[src/rtl/sync_shift_port.sv]
module sync_shift_port #(
  parameter int DATA_BITS  = 8,
  parameter int BIT_CLKS   = 12,
  parameter int SETUP_CLKS = 10,
  parameter int LOW_CLKS   = 6
) (
  input  logic                 clk,
  input  logic                 rst_n,
  input  logic                 tx_load,
  input  logic [DATA_BITS-1:0] tx_byte,
  input  logic                 rx_enable,
  input  logic                 tx_done_clr,
  input  logic                 rx_done_clr,
  input  logic                 sd_in,
  output logic                 sd_out,
  output logic                 sd_oe,
  output logic                 sclk_out,
  output logic [DATA_BITS-1:0] rx_byte,
  output logic                 tx_done,
  output logic                 rx_done
);
  localparam int PW = $clog2(BIT_CLKS);
  localparam int BW = $clog2(DATA_BITS);
  localparam logic [PW-1:0] PH_LAST   = PW'(BIT_CLKS - 1);
  localparam logic [PW-1:0] PH_SAMPLE = PW'(SETUP_CLKS - 1);
  localparam logic [PW-1:0] PH_RISE   = PW'(SETUP_CLKS);
  localparam logic [PW-1:0] PH_LOW    = PW'(SETUP_CLKS - LOW_CLKS);
  localparam logic [BW-1:0] BIT_LAST  = BW'(DATA_BITS - 1);

  logic                 busy, is_tx;
  logic [PW-1:0]        phase;
  logic [BW-1:0]        bitn;
  logic [DATA_BITS-1:0] shreg;

  wire last_phase = (phase == PH_LAST);
  wire last_bit   = (bitn == BIT_LAST);

  assign sd_oe    = busy & is_tx;
  assign sd_out   = sd_oe ? shreg[0] : 1'b1;
  assign sclk_out = ~(busy && phase >= PH_LOW && phase < PH_RISE);

  always_ff @(posedge clk) begin
    if (!rst_n) begin
      busy    <= 1'b0;
      is_tx   <= 1'b0;
      phase   <= '0;
      bitn    <= '0;
      shreg   <= '0;
      rx_byte <= '0;
      tx_done <= 1'b0;
      rx_done <= 1'b0;
    end else begin
      if (tx_done_clr) tx_done <= 1'b0;
      if (rx_done_clr) rx_done <= 1'b0;
      if (!busy) begin
        if (tx_load) begin
          busy  <= 1'b1;
          is_tx <= 1'b1;
          shreg <= tx_byte;
          phase <= '0;
          bitn  <= '0;
        end else if (rx_enable && !rx_done) begin
          busy  <= 1'b1;
          is_tx <= 1'b0;
          phase <= '0;
          bitn  <= '0;
        end
      end else begin
        if (!is_tx && phase == PH_SAMPLE)
          shreg <= {sd_in, shreg[DATA_BITS-1:1]};
        if (last_phase) begin
          phase <= '0;
          if (is_tx) shreg <= shreg >> 1;
          if (last_bit) begin
            busy <= 1'b0;
            if (is_tx) tx_done <= 1'b1;
            else begin
              rx_done <= 1'b1;
              rx_byte <= shreg;
            end
          end else begin
            bitn <= bitn + BW'(1);
          end
        end else begin
          phase <= phase + PW'(1);
        end
      end
    end
  end

  a_r2_idle_high: assert property (@(posedge clk) disable iff (!rst_n)
    !busy |-> sclk_out);
  a_r2_rise_phase: assert property (@(posedge clk) disable iff (!rst_n)
    (busy && $rose(sclk_out)) |-> (phase == PH_RISE));
  a_r3_data_stable: assert property (@(posedge clk) disable iff (!rst_n)
    (busy && is_tx && !last_phase) |=> $stable(sd_out));
  a_r10_oe_only_tx: assert property (@(posedge clk) disable iff (!rst_n)
    sd_oe |-> (busy && is_tx));
  a_r6_tx_hold: assert property (@(posedge clk) disable iff (!rst_n)
    (tx_done && !tx_done_clr) |=> tx_done);
  a_r6_rx_hold: assert property (@(posedge clk) disable iff (!rst_n)
    (rx_done && !rx_done_clr) |=> rx_done);
  a_r7_no_rx_start: assert property (@(posedge clk) disable iff (!rst_n)
    (!busy && rx_done && !tx_load) |=> !busy);
  a_r5_done_idle: assert property (@(posedge clk) disable iff (!rst_n)
    $rose(tx_done) |-> !busy);
endmodule

[config.mk]
export PLATFORM = sky130hd
export DESIGN_NAME = sync_shift_port
export DESIGN_NICKNAME = d
export VERILOG_FILES = /design/src/rtl/sync_shift_port.sv
export SDC_FILE = /design/constraint.sdc
export NUM_CORES = 1
export LEC_CHECK = 0
export BUFFER_PORTS_ARGS = -buffer_cell sky130_fd_sc_hd__buf_2
export CAP_MARGIN = 5
export CORE_MARGIN = 5
export CORE_UTILIZATION = 40
export DETAILED_ROUTE_END_ITERATION = 8
export GPL_TIMING_DRIVEN = 1
export SLEW_MARGIN = 5
export SYNTH_ARGS = -nofsm -noshare
export SYNTH_HDL_FRONTEND = slang
export SYNTH_SLANG_ARGS = --single-unit
[constraint.sdc]
create_clock -name clk -period 1.7 [get_ports clk]
set_clock_uncertainty 0.05 [all_clocks]
set_input_delay 0.085 -clock clk [delete_from_list [all_inputs] [get_ports clk]]
set_output_delay 0.085 -clock clk [all_outputs]
set_load 0.05 [all_outputs]
==> results.md, run 1 <==
- Gate Count Post-Synth: 136
- Cell Rows: 20
- GPL Wtd Cong: 0.7740
- Worst flop-to-flop path startpoint: bitn[0]
- DRT Wirelength: 2719 um
- Worst reg2reg endpoint: bitn[0]
- RSZ-0062 raised after global routing: true
- Mapped cell area: 1316 sq um
- Slew Viols, Final: 0
- Global route overflow: 0
- Dpl cells: 206
- Num ports: 28
- CTS clk-pin slew, worst paths: 150 ps
- Leakage: 0.6453 nW
- Critical-path maximum fanout: 4
- Critical path's top delay family: simple AND/OR/NAND/NOR gates
- Max-cap viol count: 0
- Synth warn: 0
- Required @ worst endpoint: 1930 ps
- Syn avg cell area: 9.678 sq um
- Final Cycle Share: 91.71%
- TritonRoute pass-1 iters: 2
- WL per Instance: 12.83 um
- Tightest Pin Transition: 454.8 ps
- Die Y-Extent: 67.37 um
- Pwr dens: 702.6 nW/um^2
- Buffers added on ports: 27
- N_diodes: 0
- Hold path endpoint: phase[2]
- Setup Viol. Count Final: 0
- 1st-iter DRT viols: 74
- Largest net degree at the start of global routing: 16
- Count of state elements after synthesis: 27
- Cell variety after synth: 32
- Worst skew pair latency: 330 ps
- CTS sink count: 27
- Type of origin of the critical path: flip-flop
- R2R setup slack: 140 ps
- Setup TNS: 0 ps
- H-tree Lvls: 1
- Final hold viol count: 0
- Hold slack: 15.16 ps
- First-pass GRT wire length: 4692 um
- Cts bufs inserted: 3
- Min Tclk post-route: 1559 ps
- Total Routing Usage GR: 13.66%
- Post-Place Worst Slack: 151.2 ps
- Via-to-Cell Ratio: 4.943
- Critical path class: reg2reg
- Vias in the first global route: 1028
- WP buf/inv: 0
- R2R cell count: 4
- Slew margin rel.: 69.40%
- Die footprint: 4538 sq um
- Status: complete, no violations
- Crit-path cells: ha_1 -> ha_1 -> nor4_1 -> mux2_2
- CP Launch Point: bitn[0]
- Critical Path Stages: 4
- DRC Markers: 0
- CP Data Arrival Time: 1790 ps
- Setup ws final: 140.9 ps
- Initial antenna violation count: 0
- Vias: 1048
- Syn Nets: 155
- Hold Path Depth: 2
- Tot Pwr: 1.092 mW
- Sequential share of the synthesized area: 41.06%
- Root Buffer: clkbuf_4
- Peak VDD IR: 0.0005644 V
- Fmax: 641.4 MHz
- Final net count: 188
- Initial Util: 42.42%
- Worst min path class: in2reg
- CORE AREA: 3103 sq um
- Critical Path Most Common Cell: ha_1
- CP max stage cell: nor4_1
- CTS tree: yes
- Post-DRT Antenna Nets: 0
- Setup repair bufs after CTS: 0
- Layout cells sized above 1: 30.36%
- Post-route insts no fill: 212
- CP peak stage delay: 450 ps
- Critical Path Sink Type: flip-flop
- Area delta synth->final: 18.06%
- Hold path start: rst_n
- DP HPWL: 2026 um
- Die Wd: 67.37 um
- CTS max path bufs: 2
## synthesized netlist by cell type (all sizes together)
| cell type | number | area (sq um) |
|---|---|---|
| and2b | 2 | 15.01 |
| clkbuf | 3 | 11.26 |
| a31oi | 1 | 12.51 |
| nor2 | 13 | 58.81 |
| nand2b | 4 | 25.02 |
| dfxtp | 27 | 540.5 |
| o22ai | 2 | 12.51 |
| a21oi | 11 | 55.05 |
| a21bo | 1 | 10.01 |
| mux2i | 17 | 170.2 |
| nand2 | 7 | 26.28 |
| o21a | 2 | 15.01 |
| nor2b | 1 | 6.260 |
| mux2 | 9 | 105.1 |
| nor3 | 1 | 5.000 |
| and2 | 3 | 18.77 |
| or3 | 1 | 11.26 |
| nand3 | 2 | 10.01 |
| a21boi | 2 | 15.01 |
| a41oi | 1 | 8.760 |
| and4 | 1 | 8.760 |
| nand3b | 2 | 15.01 |
| buf | 3 | 27.52 |
| inv | 5 | 18.77 |
| o21ai | 8 | 40.04 |
| a22o | 2 | 17.52 |
| ha | 4 | 50.05 |
| nor4 | 1 | 6.260 |
## sequential cells by signal, indices dropped and copies added, names as in the netlist
| signal | cells |
|---|---|
| bitn | 3 |
| busy | 1 |
| is_tx | 1 |
| phase | 4 |
| rx_byte | 8 |
| rx_done | 1 |
| shreg | 8 |
| tx_done | 1 |
## metal layers
metal  wire (um)  GRT usage (%)  share of wire [%]  vias up
li1            -              -                  -      543
met1        1284          16.92                 47      483
met5           0              0                  0        -
met4          23          3.038               0.85        0
met3         137          3.993                5.0        2
met2        1274          23.31                 47       20
## per-stage QoR
stage               cell area, sq um  util, %
floorplan                       1316        -
global placement                1505    48.51
detailed placement              1505    48.51
CTS                             1553    50.04
global route                    1554    50.08
finish                          1554    50.08
## cell usage in the layout, fill, tap and decap left out, types with 2 or more instances in the layout
cell	Yosys	routed
buf_2	1	27
dfxtp_1	27	26
mux2i_1	17	17
a21oi_1	11	11
nor2_1	11	11
o21ai_0	8	8
mux2_2	8	8
nand2_1	7	7
inv_1	5	5
buf_4	0	5
nand2b_1	4	4
ha_1	4	4
and2_1	3	3
clkbuf_4	0	3
and2b_1	2	2
a21boi_0	2	2
o21a_1	2	2
nand3b_1	2	2
o22ai_1	2	2
nand3_1	2	2
a22o_1	2	2
dlygate4sd3_1	0	2
## where the power goes
group | internal, mW | leakage [nW] | switching [mW]
registers | 0.654 | 0.220 | 0.0213
logic | 0.0680 | 0.407 | 0.0666
clock network | 0.0884 | 0.0177 | 0.193
## cell type report
class / instances / area, sq um
Sequential cell: 27 / 541.8
Tap cell: 44 / 55.05
Fill cell: 337 / 1549
Clock buffer: 3 / 22.52
Multi-Input combinational cell: 98 / 718.2
Timing Repair Buffer: 34 / 192.7
Inverter: 5 / 18.77
Clock inverter: 1 / 5.005
## worst reg2reg max path: cells and delay by family, from the launching register on
kind,cells,cell delay [ps]
mux,1,240
fa+ha+maj,2,430
flops,1,350
simple gates,1,450
## cells by family (layout without fill, tap and decap cells)
kind of cell,Yosys count,after routing,synth area share (%)
AOI/OAI and AO/OA,30,30,14.16
muxes,26,26,20.91
DFF,27,27,41.06
buffers and inverters,11,43,4.372
adders and majority gates,4,4,3.802
and+or+nand+nor,38,38,15.68
## worst max-delay path by stage
stage,slack (ps),end
6_report,140,bitn[0]
5_1_grt,-6,bitn[0]
4_1_cts,60,sd_oe
3_5_place_dp,150,rx_byte[0]
3_3_place_gp,180,rx_byte[5]
2_1_floorplan,150,phase[0]
## what timing repair did
action / 4_1_cts / 5_1_grt
hold buffers: 2 / 0
gates resized for setup: 0 / 1
endpoints found under the setup margin: 0 / 3
hold endpoints to repair: 2 / 0
Power figures use the tool's default switching activity.
==> run 2, diff against run 1 <==
CORE_MARGIN = 2   (was 5)
==> results.md, run 2 (synthesis results as in run 1) <==
- Num ports: 28 (unchanged)
- Die Y-Extent: 61.37 um (was 67.37 um)
- Share of total power in sequential cells: 61.9% (about the same)
- Critical path's top delay family: buffers and inverters (was simple AND/OR/NAND/NOR gates)
- WP buf/inv: 2 (was 0)
- R2R cell count: 6 (was 4)
- Sw frac: 25.84% (was 25.76%)
- Peak VDD IR: 0.0002702 V (was 0.0005644 V)
- Vias: 1041 (was 1048)
- Initial Util: 42.42% (unchanged)
- DRC Markers: 0 (unchanged)
- Final Cycle Share: 92.20% (was 91.71%)
- RSZ-0062 raised after global routing: false (was true)
- WL per Instance: 12.71 um (was 12.83 um)
- CP peak stage delay: 430 ps (was 450 ps)
- Cell Rows: 20 (unchanged)
- DRT Wirelength: 2657 um (was 2719 um)
- Gate power share: 11.9% (was 12.3%)
- CORE AREA: 3103 sq um (unchanged)
- Tightest Pin Transition: 425.5 ps (was 454.8 ps)
- Largest regs: rx_byte (8), shreg (8), phase (4) (unchanged)
- Die footprint: 3766 sq um (was 4538 sq um)
- Initial antenna violation count: 0 (unchanged)
- Type of origin of the critical path: flip-flop (unchanged)
- Layout filler cell count: 328 (was 337)
- P_sw: 0.2819 mW (was 0.2813 mW)
- Setup Viol. Count Final: 0 (unchanged)
- Vias in the first global route: 947 (was 1028)
- Required @ worst endpoint: 1560 ps (was 1930 ps)
- TritonRoute pass-1 iters: 4 (was 2)
- Global route overflow: 0 (unchanged)
- N_diodes: 0 (unchanged)
- DP HPWL: 1942 um (was 2026 um)
- Layout cells sized above 1: 29.70% (was 30.36%)
- CP max stage cell: dfxtp_1 (was nor4_1)
- Most frequent cells in the layout: dfxtp_1, buf_2, mux2i_1 (was buf_2, dfxtp_1, mux2i_1)
- CTS sink count: 27 (unchanged)
- GPL Wtd Cong: 0.8009 (was 0.7740)
- Die Wd: 61.37 um (was 67.37 um)
- First-pass GRT wire length: 4422 um (was 4692 um)
- Area delta synth->final: 15.97% (was 18.06%)
- Total Routing Usage GR: 16.10% (was 13.66%)
- CTS Hold Bufs: 0 (was 2)
- H-tree Lvls: 1 (unchanged)
- Leakage: 0.6258 nW (was 0.6453 nW)
- Max-cap viol count: 0 (unchanged)
- Final net count: 185 (was 188)
- Slew margin rel.: 71.37% (was 69.40%)
- Fmax: 638.0 MHz (was 641.4 MHz)
- Status: complete, no violations (unchanged)
- Critical Path Sink Type: primary output (was flip-flop)
- Worst skew pair latency: 330 ps (about the same)
- Hold Path Depth: 4 (was 2)
- 1st-iter DRT viols: 34 (was 74)
- CP Data Arrival Time: 1430 ps (was 1790 ps)
- CTS max path bufs: 2 (unchanged)
- Worst min path class: in2reg (unchanged)
- Setup TNS: 0 ps (unchanged)
- Via-to-Cell Ratio: 4.981 (was 4.943)
- Min Tclk post-route: 1567 ps (was 1559 ps)
- Cts bufs inserted: 3 (unchanged)
- Pwr dens: 714.8 nW/um^2 (was 702.6 nW/um^2)
- CTS tree: yes (unchanged)
- Critical Path Stages: 3 (was 4)
- Slew Viols, Final: 0 (unchanged)
- Clock share of power: 26.2% (was 25.8%)
- Internal power: 0.8092 mW (was 0.8106 mW)
- Post-DRT Antenna Nets: 0 (unchanged)
- DP Area: 1498 sq um (was 1505 sq um)
- CTS clk-pin slew, worst paths: 140 ps (was 150 ps)
- Post-route cell area: 1526 sq um (was 1554 sq um)
- Largest net degree at the start of global routing: 15 (was 16)
- Crit-path cells: buf_4 -> and2_1 -> buf_2 (was ha_1 -> ha_1 -> nor4_1 -> mux2_2)
- Final hold viol count: 0 (unchanged)
- Root Buffer: clkbuf_4 (unchanged)
- Critical path class: reg2out (was reg2reg)
- Critical-path maximum fanout: 10 (was 4)
- Buffers added on ports: 27 (unchanged)
## run 2: layout make-up
cell class	instances	area (sq um)	share of cell area, %
multi-input combinational	98	720.7	47.21
sequential	27	540.5	35.41
timing repair buffer	31	165.2	10.82
tap	44	55.05	3.607
clock buffer	4	26.28	1.721
inverter	5	18.77	1.230
## run 2: worst min-delay path, stage by stage
cell	delay (ps)
buf_2	100
inv_1	50
a21oi_1	60
nor2_1	70
## run 2: repair_timing
item	CTS	global route
setup endpoints to repair	0	3
hold endpoints to repair	0	0
resized for setup	0	1
setup buffers	0	0
## run 2: power by group through the flow
stage | sequential, mW | combinational [mW] | clock (mW)
final | 0.675 | 0.130 | 0.286
after global routing | 0.679 | 0.143 | 0.319
after CTS | 0.675 | 0.132 | 0.297
after detailed placement | 0.689 | 0.131 | 0
after global placement | 0.689 | 0.128 | 0
after floorplan | 0.683 | 0.0948 | 0
## run 2: final timing paths
kind                 to  slack, ps   startpoint
max               sd_oe        130         busy
min             rx_done          3  rx_done_clr
max reg2reg  rx_byte[3]        130      bitn[0]
min reg2reg  rx_byte[6]        450   rx_byte[6]
## run 2: stage by stage
stage | util, % | hold slack [ps] | power, mW | setup slack [ps] | std cells
after floorplan | - | 173.4 | 0.7777 | 151.9 | 136
after global placement | 48.27 | 337.1 | 0.8169 | 177.1 | 205
after detailed placement | 48.27 | 352.9 | 0.8203 | 98.87 | 205
after CTS | 49.11 | 3.015 | 1.104 | 76.14 | 209
after global routing | 49.19 | 20.21 | 1.141 | 3.495 | 209
final | 49.19 | 2.727 | 1.091 | 132.6 | 209
## run 2: routing by layer
| layer | wire length, um | vias to the layer above | GRT usage, % |
|---|---|---|---|
| li1 | - | 538 | - |
| met1 | 1301 | 474 | 21.36 |
| met2 | 1204 | 24 | 25.68 |
| met3 | 110 | 5 | 2.941 |
| met4 | 40 | 0 | 6.991 |
| met5 | 0 | - | 0 |
